**config.mk**
```make
export PLATFORM = sky130hd
export DESIGN_NAME = conv_seq
export DESIGN_NICKNAME = d
export VERILOG_FILES = /design/src/rtl/conv_seq_pkg.sv /design/src/rtl/conv_seq_sync.sv /design/src/rtl/conv_seq_ctrl.sv /design/src/rtl/conv_seq_capture.sv /design/src/rtl/conv_seq.sv
export SDC_FILE = /design/constraint.sdc
export NUM_CORES = 1
export LEC_CHECK = 0
export BUFFER_PORTS_ARGS = -buffer_cell sky130_fd_sc_hd__buf_2
export CAP_MARGIN = 5
export CORE_MARGIN = 5
export CORE_UTILIZATION = 40
export CTS_BUF_LIST = sky130_fd_sc_hd__clkbuf_8
export CTS_CLUSTER_DIAMETER = 60
export DETAILED_ROUTE_END_ITERATION = 10
export PLACE_DENSITY = 0.76
export SKIP_LAST_GASP = 1
export SLEW_MARGIN = 10
export SYNTH_ARGS = -nofsm -noshare
export SYNTH_HDL_FRONTEND = slang
export SYNTH_HIERARCHICAL = 1
export SYNTH_SLANG_ARGS = --single-unit
```
**constraint.sdc**
```tcl
create_clock -name clk_i -period 2.1 [get_ports clk_i]
set_input_delay 0.105 -clock clk_i [delete_from_list [all_inputs] [get_ports clk_i]]
set_output_delay 0.105 -clock clk_i [all_outputs]
set_load 0.01 [all_outputs]
```
**src/rtl/conv_seq_pkg.sv**
```systemverilog
package conv_seq_pkg;
  typedef enum logic [1:0] {
    ST_IDLE  = 2'd0,
    ST_SETUP = 2'd1,
    ST_CONV  = 2'd2,
    ST_READ  = 2'd3
  } seq_state_e;
endpackage

```
**src/rtl/conv_seq_sync.sv**
```systemverilog
module conv_seq_sync #(
  parameter int STAGES = 2
) (
  input  logic clk_i,
  input  logic rst_ni,
  input  logic async_i,
  output logic rise_o
);
  logic [STAGES-1:0] chain_q;
  logic              last_q;

  generate
    for (genvar i = 0; i < STAGES; i++) begin : g_stage
      always_ff @(posedge clk_i or negedge rst_ni) begin
        if (!rst_ni) chain_q[i] <= 1'b0;
        else if (i == 0) chain_q[i] <= async_i;
        else chain_q[i] <= chain_q[(i == 0) ? 0 : i-1];
      end
    end
  endgenerate

  always_ff @(posedge clk_i or negedge rst_ni) begin
    if (!rst_ni) last_q <= 1'b0;
    else last_q <= chain_q[STAGES-1];
  end

  assign rise_o = chain_q[STAGES-1] & ~last_q;
endmodule

```
**src/rtl/conv_seq_ctrl.sv**
```systemverilog
module conv_seq_ctrl
  import conv_seq_pkg::*;
#(
  parameter int SETUP_W = 8,
  parameter int PW_W    = 4
) (
  input  logic               clk_i,
  input  logic               rst_ni,
  input  logic               trig_i,
  input  logic [SETUP_W-1:0] setup_cycles_i,
  input  logic [PW_W-1:0]    conv_width_i,
  input  logic               rd_ack_i,
  output seq_state_e         state_o,
  output logic               overrun_o,
  output logic               capture_o
);
  localparam int CNT_W = (SETUP_W > PW_W) ? SETUP_W : PW_W;

  seq_state_e       state_q;
  logic [CNT_W-1:0] cnt_q;
  logic [CNT_W-1:0] width_m1;
  logic [CNT_W-1:0] setup_m1;

  // zero width behaves as one cycle
  assign width_m1 = (conv_width_i == '0) ? '0 : CNT_W'(conv_width_i) - CNT_W'(1);
  assign setup_m1 = CNT_W'(setup_cycles_i) - CNT_W'(1);

  always_ff @(posedge clk_i or negedge rst_ni) begin
    if (!rst_ni) begin
      state_q   <= ST_IDLE;
      cnt_q     <= '0;
      overrun_o <= 1'b0;
    end else begin
      overrun_o <= trig_i && (state_q != ST_IDLE);
      case (state_q)
        ST_IDLE: if (trig_i) begin
          if (setup_cycles_i != '0) begin
            state_q <= ST_SETUP;
            cnt_q   <= setup_m1;
          end else begin
            state_q <= ST_CONV;
            cnt_q   <= width_m1;
          end
        end
        ST_SETUP: if (cnt_q == '0) begin
          state_q <= ST_CONV;
          cnt_q   <= width_m1;
        end else cnt_q <= cnt_q - CNT_W'(1);
        ST_CONV: if (cnt_q == '0) state_q <= ST_READ;
                 else cnt_q <= cnt_q - CNT_W'(1);
        ST_READ: if (rd_ack_i) state_q <= ST_IDLE;
        default: state_q <= ST_IDLE;
      endcase
    end
  end

  assign state_o   = state_q;
  assign capture_o = (state_q == ST_READ) && rd_ack_i;
endmodule

```
**src/rtl/conv_seq_capture.sv**
```systemverilog
module conv_seq_capture #(
  parameter int DATA_W = 16
) (
  input  logic              clk_i,
  input  logic              rst_ni,
  input  logic              capture_i,
  input  logic [DATA_W-1:0] data_i,
  output logic              valid_o,
  output logic [DATA_W-1:0] data_o
);
  always_ff @(posedge clk_i or negedge rst_ni) begin
    if (!rst_ni) begin
      valid_o <= 1'b0;
      data_o  <= '0;
    end else begin
      valid_o <= capture_i;
      if (capture_i) data_o <= data_i;
    end
  end
endmodule

```
**src/rtl/conv_seq.sv**
```systemverilog
module conv_seq
  import conv_seq_pkg::*;
#(
  parameter int SETUP_W     = 8,
  parameter int PW_W        = 4,
  parameter int DATA_W      = 16,
  parameter int SYNC_STAGES = 2
) (
  input  logic               clk_i,
  input  logic               rst_ni,
  input  logic               drdy_i,
  input  logic               sw_mode_i,
  input  logic               sw_trig_i,
  input  logic [SETUP_W-1:0] setup_cycles_i,
  input  logic [PW_W-1:0]    conv_width_i,
  output logic               setup_o,
  output logic               conv_o,
  output logic               rd_req_o,
  input  logic               rd_ack_i,
  input  logic [DATA_W-1:0]  rd_data_i,
  output logic               sample_valid_o,
  output logic [DATA_W-1:0]  sample_data_o,
  output logic               overrun_o,
  output logic               busy_o
);
  logic       drdy_rise;
  logic       trig;
  logic       capture;
  seq_state_e state;

  conv_seq_sync #(.STAGES(SYNC_STAGES)) u_sync (
    .clk_i  (clk_i),
    .rst_ni (rst_ni),
    .async_i(drdy_i),
    .rise_o (drdy_rise)
  );

  assign trig = sw_mode_i ? sw_trig_i : drdy_rise;

  conv_seq_ctrl #(.SETUP_W(SETUP_W), .PW_W(PW_W)) u_ctrl (
    .clk_i         (clk_i),
    .rst_ni        (rst_ni),
    .trig_i        (trig),
    .setup_cycles_i(setup_cycles_i),
    .conv_width_i  (conv_width_i),
    .rd_ack_i      (rd_ack_i),
    .state_o       (state),
    .overrun_o     (overrun_o),
    .capture_o     (capture)
  );

  conv_seq_capture #(.DATA_W(DATA_W)) u_cap (
    .clk_i    (clk_i),
    .rst_ni   (rst_ni),
    .capture_i(capture),
    .data_i   (rd_data_i),
    .valid_o  (sample_valid_o),
    .data_o   (sample_data_o)
  );

  assign setup_o  = (state == ST_SETUP);
  assign conv_o   = (state == ST_CONV);
  assign rd_req_o = (state == ST_READ);
  assign busy_o   = (state != ST_IDLE);
endmodule

```
==> results.json, run 1 <==
{
  "antenna_found_initial": 0,
  "power_leakage_uw": 0.001223,
  "power_density_nw_per_um2": 1414,
  "maxCapViolCount": 0,
  "die_y_um": 79.63,
  "ir_worst_vdd_v": 0.0008657,
  "dp.cells": 323,
  "synth_cell_types": 48,
  "core-area_sq_um": 4723,
  "critPathArrivalTime_ns": 2.16,
  "layout.cells.non_filler": 333,
  "rows": 25,
  "slew_headroom_pct": 55.13,
  "start_util_pct": 41.06,
  "whs_ns": 0.06211,
  "final_nets": 307,
  "synth_fp_nets": 228,
  "dpl.hpwl_mm": 3.363,
  "grt_setup_unrepaired": "yes",
  "drt_iter0_drc": 59,
  "die_x_um": 79.63,
  "grt_usage_pct": 14.19,
  "io_pins": 56,
  "ant_nets": 0,
  "port-buffer-count": 55,
  "crit_path_max_fanout": 4,
  "async_reset_ff_share_pct": 100.0,
  "clock_latency_ns": 0.27,
  "drv_slew": 0,
  "path_class": "flip-flop to flip-flop",
  "cts.clk_slew.worst_paths_ns": 0.07,
  "final_common_cell": "buf_2",
  "status": "finished, final reports clean",
  "hold_path.class": "input port to flip-flop",
  "viasPerCell": 5.057,
  "finalCritPeriodShare_pct": 95.86,
  "vias": 1684,
  "clock_skew_ns": 0.007799,
  "firstDrtPassIters": 4,
  "grt_pass1_wl_mm": 7.272,
  "numCtsBuffers": 5,
  "worst_slew_pin_slew_ns": 0.6731,
  "setup_violations": 0,
  "synth_cells": 186,
  "cp_cell_sequence": "or4_4 -> buf_4 -> a211oi_1 -> nor3_1 -> a2111oi_2 -> a21oi_1",
  "cts_tree": "built",
  "yosys_warnings": 6,
  "grt_max_degree": 32,
  "ys_ff_latch": 31,
  "cpPeakStageDelay_ns": 0.57,
  "critPathLaunchType": "flip-flop",
  "drive_gt1_share_pct": 44.74,
  "n_antenna_cell": 0,
  "synth-edff-count": 0,
  "die_area_sq_um": 6341,
  "cts_sinks": 31,
  "worst-path-buf-inv": 1,
  "worstSetupEndpointType": "flip-flop",
  "required_ns": 2.24,
  "clock-root-buffer": "clkbuf_8",
  "syn-mean-instance-area_sq_um": 10.43,
  "max_clock_freq_ghz": 0.4967,
  "synth_seq_area_share_pct": 40.00,
  "grt_pass1_vias": 1651,
  "drc": 0,
  "htree_num_levels": 2,
  "final_cell_mix": "buf_2, dfrtp_1, buf_4, nor2_1, mux2_4",
  "place_congestion": 0.8489,
  "syn-cell-area_sq_um": 1939,
  "yosys_most_used_dff": "dfrtp_1",
  "wl_per_cell_um": 12.67,
  "cts_setup_buffers": 0,
  "path_delay_family": "compound AO/OA/AOI/OAI gates",
  "area_growth_pct": 31.74,
  "synth_area_leaders": "dfrtp_1, mux2_4, mux2_2, ha_1, nor2_1",
  "wl_mm": 4.220,
  "cts_buffer_depth": 2,
  "min_period_ns": 2.013,
  "final-hold-violation-count": 0,
  "synth_top_area_cell": "dfrtp_1",
  "synth_top_area_share_pct": 40.00,
  "slowest_stage": "or4_4",
  "grt_overflow_total": 0
}
==> cell families (layout without fill, tap and decap cells) <==
logic type / Yosys count / in the layout / synth area share (%)
AND/OR/NAND/NOR: 65 / 65 / 19.03
AO/OA/AOI/OAI: 40 / 40 / 14.13
flip-flops: 31 / 31 / 40.00
multiplexers: 25 / 25 / 16.58
buffers and inverters: 15 / 95 / 4.194
adder cells (fa/ha/maj): 8 / 8 / 5.161
XOR/XNOR: 2 / 2 / 0.9034
==> state kept, by name, summed over array words and instances (netlist names) <==
register	cells
u_ctrl/state_o	2
u_sync/last_q	1
u_cap/valid_o	1
u_ctrl/cnt_q	8
u_ctrl/overrun_o	1
u_cap/data_o	16
u_sync/chain_q	2
==> cell usage after synthesis, types with 2 or more instances <==
cell,instances
dfrtp_1,31
nor2_1,16
mux2_4,12
nor3_1,10
o21ai_0,10
mux2_2,9
ha_1,8
a21oi_1,7
inv_1,7
nand2_1,6
nor2b_1,6
clkbuf_1,5
nor4_1,5
a22o_1,4
mux2i_1,4
or4_1,4
nand2b_1,3
a21boi_0,2
and2_1,2
nor3b_1,2
o211ai_1,2
o22ai_1,2
o31ai_1,2
or2_2,2
xnor2_1,2
==> metrics by stage <==
step                total power [uW]  instance area [sq um]  setup TNS, ns  utilization [%]  worst slack [ns]
floorplan                       2356                   1939              0                -           0.03106
global placement                3081                   2416        -0.2386            51.15          -0.06706
detailed placement              3120                   2416        -0.6277            51.15           -0.1186
CTS                             3592                   2532      -0.001206            53.62         -0.001206
global route                    3931                   2555       -0.02972            54.09          -0.02972
finish                          3612                   2555              0            54.09           0.08687
==> worst reg2reg max path: cells and delay by family, from the launching register on <==
| family | cells | cell delay [ns] |
|---|---|---|
| buffers and inverters | 1 | 0.17 |
| AO/OA/AOI/OAI | 3 | 0.68 |
| flip-flops | 1 | 0.38 |
| AND/OR/NAND/NOR | 2 | 0.66 |
==> what timing repair did <==
item                       in CTS  in global routing
hold buffers                    2                  0
resized for setup               3                  5
setup endpoints to repair       6                  4
pin swaps                       0                  4
hold endpoints to repair       32                  0
==> final timing paths <==
kind	start	end	slack, ns	depth (start not counted)
setup / recovery	u_ctrl/cnt_q[4]	u_ctrl/cnt_q[2]	0.09	6
hold / removal	rd_data_i[13]	u_cap/data_o[13]	0.06	2
setup reg to reg	u_ctrl/cnt_q[4]	u_ctrl/cnt_q[2]	0.09	6
hold reg to reg	u_sync/chain_q[0]	u_sync/chain_q[1]	0.35	0
max in group asynchronous	rst_ni	u_ctrl/cnt_q[5]	1.25	2
min in group asynchronous	rst_ni	u_cap/data_o[3]	0.40	2
==> per-layer routing <==
layer | global-route usage (%) | part of all wire (%) | vias up
met4 | 3.093 | 0.78 | 0
li1 | - | - | 844
met5 | 0 | 0 | -
met1 | 18.38 | 46 | 799
met2 | 23.29 | 49 | 37
met3 | 4.289 | 4.5 | 4
==> power by group <==
part	switching (uW)	internal, uW
Combinational	1060	1140
Sequential	125	861
Clock	204	226
Total	1390	2220
==> layout make-up <==
cell class	instances	area [sq um]
well taps	67	83.83
inverters	7	26.28
multi-input cells	140	1116
flip-flops and latches	31	775.7
fillers	431	2168
clock inverters	3	16.27
clock buffers	5	68.82
repair buffers	80	467.9
No activity file was read; power rests on OpenSTA's default activity.
==> run 2: changes to the inputs <==
--- a/config.mk
+++ b/config.mk
@@ -12,6 +12,7 @@
 export CTS_BUF_LIST = sky130_fd_sc_hd__clkbuf_8
 export CTS_CLUSTER_DIAMETER = 60
 export DETAILED_ROUTE_END_ITERATION = 10
+export GPL_TIMING_DRIVEN = 0
 export PLACE_DENSITY = 0.76
 export SKIP_LAST_GASP = 1
 export SLEW_MARGIN = 10
==> results.json, run 2 (synthesis results as in run 1) <==
{
  "largestRegisters": "u_cap/data_o: 16 flops, u_ctrl/cnt_q: 8 flops",
  "power_leakage_uw": 0.001141,
  "fin_util_pct": 52.21,
  "path_class": "flip-flop to flip-flop",
  "viasPerCell": 5.003,
  "final_nets": 293,
  "grt_usage_pct": 13.84,
  "core-area_sq_um": 4723,
  "status": "finished, final reports clean",
  "dpl.hpwl_mm": 3.151,
  "firstDrtPassIters": 4,
  "crit_path_max_fanout": 10,
  "grt_pass1_wl_mm": 7.058,
  "htree_num_levels": 2,
  "hold_path.class": "input port to flip-flop",
  "wl_per_cell_um": 13.18,
  "clock-root-buffer": "clkbuf_8",
  "drc": 0,
  "drv_slew": 0,
  "die_y_um": 79.63,
  "area_growth_pct": 27.16,
  "die_x_um": 79.63,
  "clock_skew_ns": 0.004341,
  "whs_ns": 0.06095,
  "largest_reg_flops": 16,
  "worst_slew_pin_slew_ns": 0.6822,
  "grt_pass1_vias": 1614,
  "drt_iter0_drc": 93,
  "io_pins": 56,
  "cts_sinks": 31,
  "cts_buffer_depth": 2,
  "drive_gt1_share_pct": 42.46,
  "critPathArrivalTime_ns": 2.21,
  "final_common_cell": "buf_2",
  "n_antenna_cell": 0,
  "top_register": "u_cap/data_o",
  "slew_headroom_pct": 54.52,
  "min_period_ns": 1.996,
  "power_density_nw_per_um2": 1398,
  "worstSetupEndpointType": "flip-flop",
  "start_util_pct": 41.06,
  "cts.clk_slew.worst_paths_ns": 0.06,
  "port-buffer-count": 55,
  "fill_cells": 438,
  "max_clock_freq_ghz": 0.5010,
  "die_area_sq_um": 6341,
  "setup_violations": 0,
  "critPathLaunchType": "flip-flop",
  "grt_overflow_total": 0,
  "wl_mm": 4.205,
  "grt_setup_unrepaired": "yes",
  "rows": 25,
  "final-hold-violation-count": 0,
  "final_cell_mix": "buf_2, dfrtp_1, nor2_1, mux2_4, o21ai_0",
  "vias": 1596,
  "finalCritPeriodShare_pct": 95.05,
  "antenna_found_initial": 0,
  "grt_max_degree": 32,
  "cts_tree": "built",
  "numCtsBuffers": 5,
  "required_ns": 2.31,
  "place_congestion": 0.8736,
  "ir_worst_vdd_v": 0.0007354,
  "clock_latency_ns": 0.27,
  "ant_nets": 0,
  "maxCapViolCount": 0
}
==> run 2: cell types whose count changed in the layout (fill, tap and decap cells not counted), sizes merged <==
cell,change
clkinvlp,-1
clkinv,+2
buf,-18
inv,-1
clkbuf,+4
==> run 2: what timing repair did <==
| action | 4_1_cts | 5_1_grt |
|---|---|---|
| buffers inserted | 0 | 2 |
| setup endpoints to repair | 9 | 10 |
| resized for setup | 7 | 8 |
| hold buffers | 2 | 0 |
| hold endpoints to repair | 32 | 0 |
| cloned | 0 | 0 |
| pin swaps | 0 | 2 |
==> run 2: path summary, 6_finish.rpt <==
check / startpoint / end / slack (ns) / cells past startpoint
worst max-delay path: u_ctrl/state_o[0] / u_ctrl/cnt_q[7] / 0.10 / 7
worst min-delay path: rd_data_i[4] / u_cap/data_o[4] / 0.06 / 2
worst max register to register: u_ctrl/state_o[0] / u_ctrl/cnt_q[7] / 0.10 / 7
worst min register to register: u_sync/chain_q[0] / u_sync/chain_q[1] / 0.35 / 0
max in group asynchronous: rst_ni / u_ctrl/state_o[0] / 1.22 / 2
min in group asynchronous: rst_ni / u_sync/chain_q[0] / 0.41 / 2
==> run 2: metrics by stage <==
stage / instances / cell area (sq um) / setup slack [ns] / TNS [ns] / total power (uW)
floorplan: 186 / 1939 / 0.03106 / 0 / 2356
global placement: 308 / 2298 / -0.2749 / -1.343 / 2822
detailed placement: 308 / 2298 / -0.3465 / -1.702 / 2872
CTS: 317 / 2425 / -0.06331 / -0.06726 / 3377
global route: 319 / 2466 / -0.01999 / -0.03750 / 3754
finish: 319 / 2466 / 0.1040 / 0 / 3448
==> run 2: routing by layer <==
metal  up-vias  global-route usage [%]  part of all wire, %
met4         0                   2.577                    0
met1       754                   17.46                   45
met5         -                       0                    0
li1        810                       -                    -
met2        32                   23.29                   50
met3         0                   4.402                  4.4
==> run 2: worst max-delay path, stage by stage, from the launching register on <==
cell and delay (ns):
dfrtp_2 0.46, inv_1 0.10, ha_1 0.21, clkbuf_1 0.37, o21ai_0 0.14, or4_1 0.41
o21ai_0 0.09, a22o_1 0.14
==> run 2: power breakdown <==
| part | switching (uW) | internal, uW |
|---|---|---|
| sequential | 204 | 865 |
| clock | 207 | 226 |
| combinational | 967 | 979 |
==> run 2: area by class of cell <==
cell class	instances	area, sq um	area share [%]
multi-input cells	140	1129	45.76
well taps	67	83.83	3.399
clock buffers	5	68.82	2.790
inverters	7	26.28	1.065
clock inverters	3	15.01	0.6088
plain buffers	7	55.05	2.232
repair buffers	59	310.3	12.58
flip-flops and latches	31	778.2	31.56
==> run 3: changes to the inputs <==
--- a/config.mk
+++ b/config.mk
@@ -8,12 +8,12 @@
 export BUFFER_PORTS_ARGS = -buffer_cell sky130_fd_sc_hd__buf_2
 export CAP_MARGIN = 5
 export CORE_MARGIN = 5
-export CORE_UTILIZATION = 40
+export CORE_UTILIZATION = 48
 export CTS_BUF_LIST = sky130_fd_sc_hd__clkbuf_8
 export CTS_CLUSTER_DIAMETER = 60
 export DETAILED_ROUTE_END_ITERATION = 10
 export GPL_TIMING_DRIVEN = 0
-export PLACE_DENSITY = 0.76
+export PLACE_DENSITY = 0.87
 export SKIP_LAST_GASP = 1
 export SLEW_MARGIN = 10
 export SYNTH_ARGS = -nofsm -noshare
==> results.json, run 3 (synthesis results as in run 1) <==
{
  "status": "finished, final reports clean",
  "viasPerCell": 5.420,
  "drc": 0,
  "critPathArrivalTime_ns": 2.22,
  "r2r_slack_ns": 0.09,
  "power_density_nw_per_um2": 1423,
  "drv_slew": 0,
  "wl_mm": 4.398,
  "final_cell_mix": "buf_2, dfrtp_1, nor2_1, mux2_4, o21ai_0",
  "io_pins": 56,
  "required_ns": 2.31,
  "grt_pass1_vias": 1636,
  "wl_per_cell_um": 14.66,
  "cts_tree": "built",
  "largest_reg_flops": 16,
  "crit_path_max_fanout": 10,
  "power_leakage_uw": 0.001143,
  "core-area_sq_um": 3971,
  "critPathLaunchType": "flip-flop",
  "area_growth_pct": 26.06,
  "grt_pass1_wl_mm": 7.155,
  "dpl.hpwl_mm": 3.299,
  "numCtsBuffers": 5,
  "n_antenna_cell": 0,
  "ant_nets": 0,
  "firstDrtPassIters": 4,
  "hold_path.class": "input port to flip-flop",
  "drt_iter0_drc": 141,
  "clock_latency_ns": 0.28,
  "r2r_start": "u_ctrl/state_o[1]",
  "die_y_um": 73.57,
  "slew_headroom_pct": 54.56,
  "die_x_um": 73.57,
  "crit_start": "u_ctrl/state_o[1]",
  "cts_sinks": 31,
  "final_nets": 291,
  "largestRegisters": "u_cap/data_o: 16 flops, u_ctrl/cnt_q: 8 flops",
  "clock_skew_ns": 0.007816,
  "final_common_cell": "buf_2",
  "worst_slew_pin_slew_ns": 0.6816,
  "ir_worst_vdd_v": 0.001006,
  "rows": 23,
  "grt_overflow_total": 0,
  "place_congestion": 0.9188,
  "die_area_sq_um": 5412,
  "top_register": "u_cap/data_o",
  "grt_usage_pct": 16.94,
  "cts_buffer_depth": 2,
  "path_class": "flip-flop to flip-flop",
  "clock-root-buffer": "clkbuf_8",
  "grt_max_degree": 32,
  "max_clock_freq_ghz": 0.4980,
  "maxCapViolCount": 0,
  "worstSetupEndpointType": "flip-flop",
  "htree_num_levels": 2,
  "cts.clk_slew.worst_paths_ns": 0.07,
  "min_from": "rd_data_i[3]",
  "pre_cts_ws_ns": -0.2899,
  "antenna_found_initial": 0,
  "start_util_pct": 48.83,
  "setup_violations": 0,
  "finalCritPeriodShare_pct": 95.61,
  "vias": 1626,
  "port-buffer-count": 55,
  "worst_slack_ns": 0.09217,
  "final-hold-violation-count": 0,
  "min_period_ns": 2.008,
  "drive_gt1_share_pct": 42.00,
  "whs_ns": 0.05304
}
run 3: cell types whose count changed in the layout (fill, tap and decap cells not counted), sizes merged:
cell	delta
buf	-2
clkinv	-3
inv	+1
clkbuf	+2
run 3: final cells by class:
cell class                 instances  area, sq um
buffer                             7        53.80
clock buffer                       7        96.34
clock inverter                     1        3.754
fill                             334         1526
inverter                           7        26.28
multi-input combinational        140         1129
sequential                        31        778.2
tap                               50        62.56
timing repair buffer              57        295.3
run 3: where the power goes:
group / switching (uW) / internal (uW) / total (uW)
clock: 208 / 294 / 501
combinational: 954 / 938 / 1890
sequential: 221 / 865 / 1090
total: 1380 / 2100 / 3480
run 3: metal layers:
layer | share of wire [%] | wire (um) | global-route usage, %
met2 | 54 | 2385 | 29.82
met4 | 1.4 | 61 | 5.634
met1 | 41 | 1788 | 20.14
met3 | 3.7 | 163 | 3.967
met5 | 0 | 0 | 0
run 3: per-stage QoR:
stage / instance area [sq um] / power [uW] / cells / utilization, % / TNS, ns
global placement: 2277 / 2809 / 291 / 57.34 / -1.193
detailed placement: 2277 / 2878 / 291 / 57.34 / -1.522
global route: 2445 / 3759 / 300 / 61.56 / -0.03750
floorplan: 1939 / 2356 / 186 / - / 0
finish: 2445 / 3479 / 300 / 61.56 / 0
CTS: 2424 / 3448 / 300 / 61.03 / 0
run 3: final timing paths:
check / to / cells past startpoint
max: u_ctrl/cnt_q[7] / 7
min: u_cap/data_o[3] / 2
max reg2reg: u_ctrl/cnt_q[7] / 7
min reg2reg: u_sync/chain_q[1] / 0
max in group asynchronous: u_ctrl/state_o[1] / 2
min in group asynchronous: u_cap/data_o[5] / 2
run 3: repair_timing:
action                                  4_1_cts  5_1_grt
hold buffers                                  2        0
pin swaps                                     0        1
setup buffers                                 0        0
endpoints found under the hold margin        32        0
gates resized for setup                       8        7
gates cloned                                  0        0
endpoints found under the setup margin        9        8
run 3: worst max-delay path, cell delays in order, from the launching register on:
cell	delay (ns)
dfrtp_2	0.46
inv_1	0.10
ha_1	0.13
clkbuf_1	0.33
o21ai_4	0.15
or4_1	0.50
o21ai_0	0.10
a22o_1	0.15
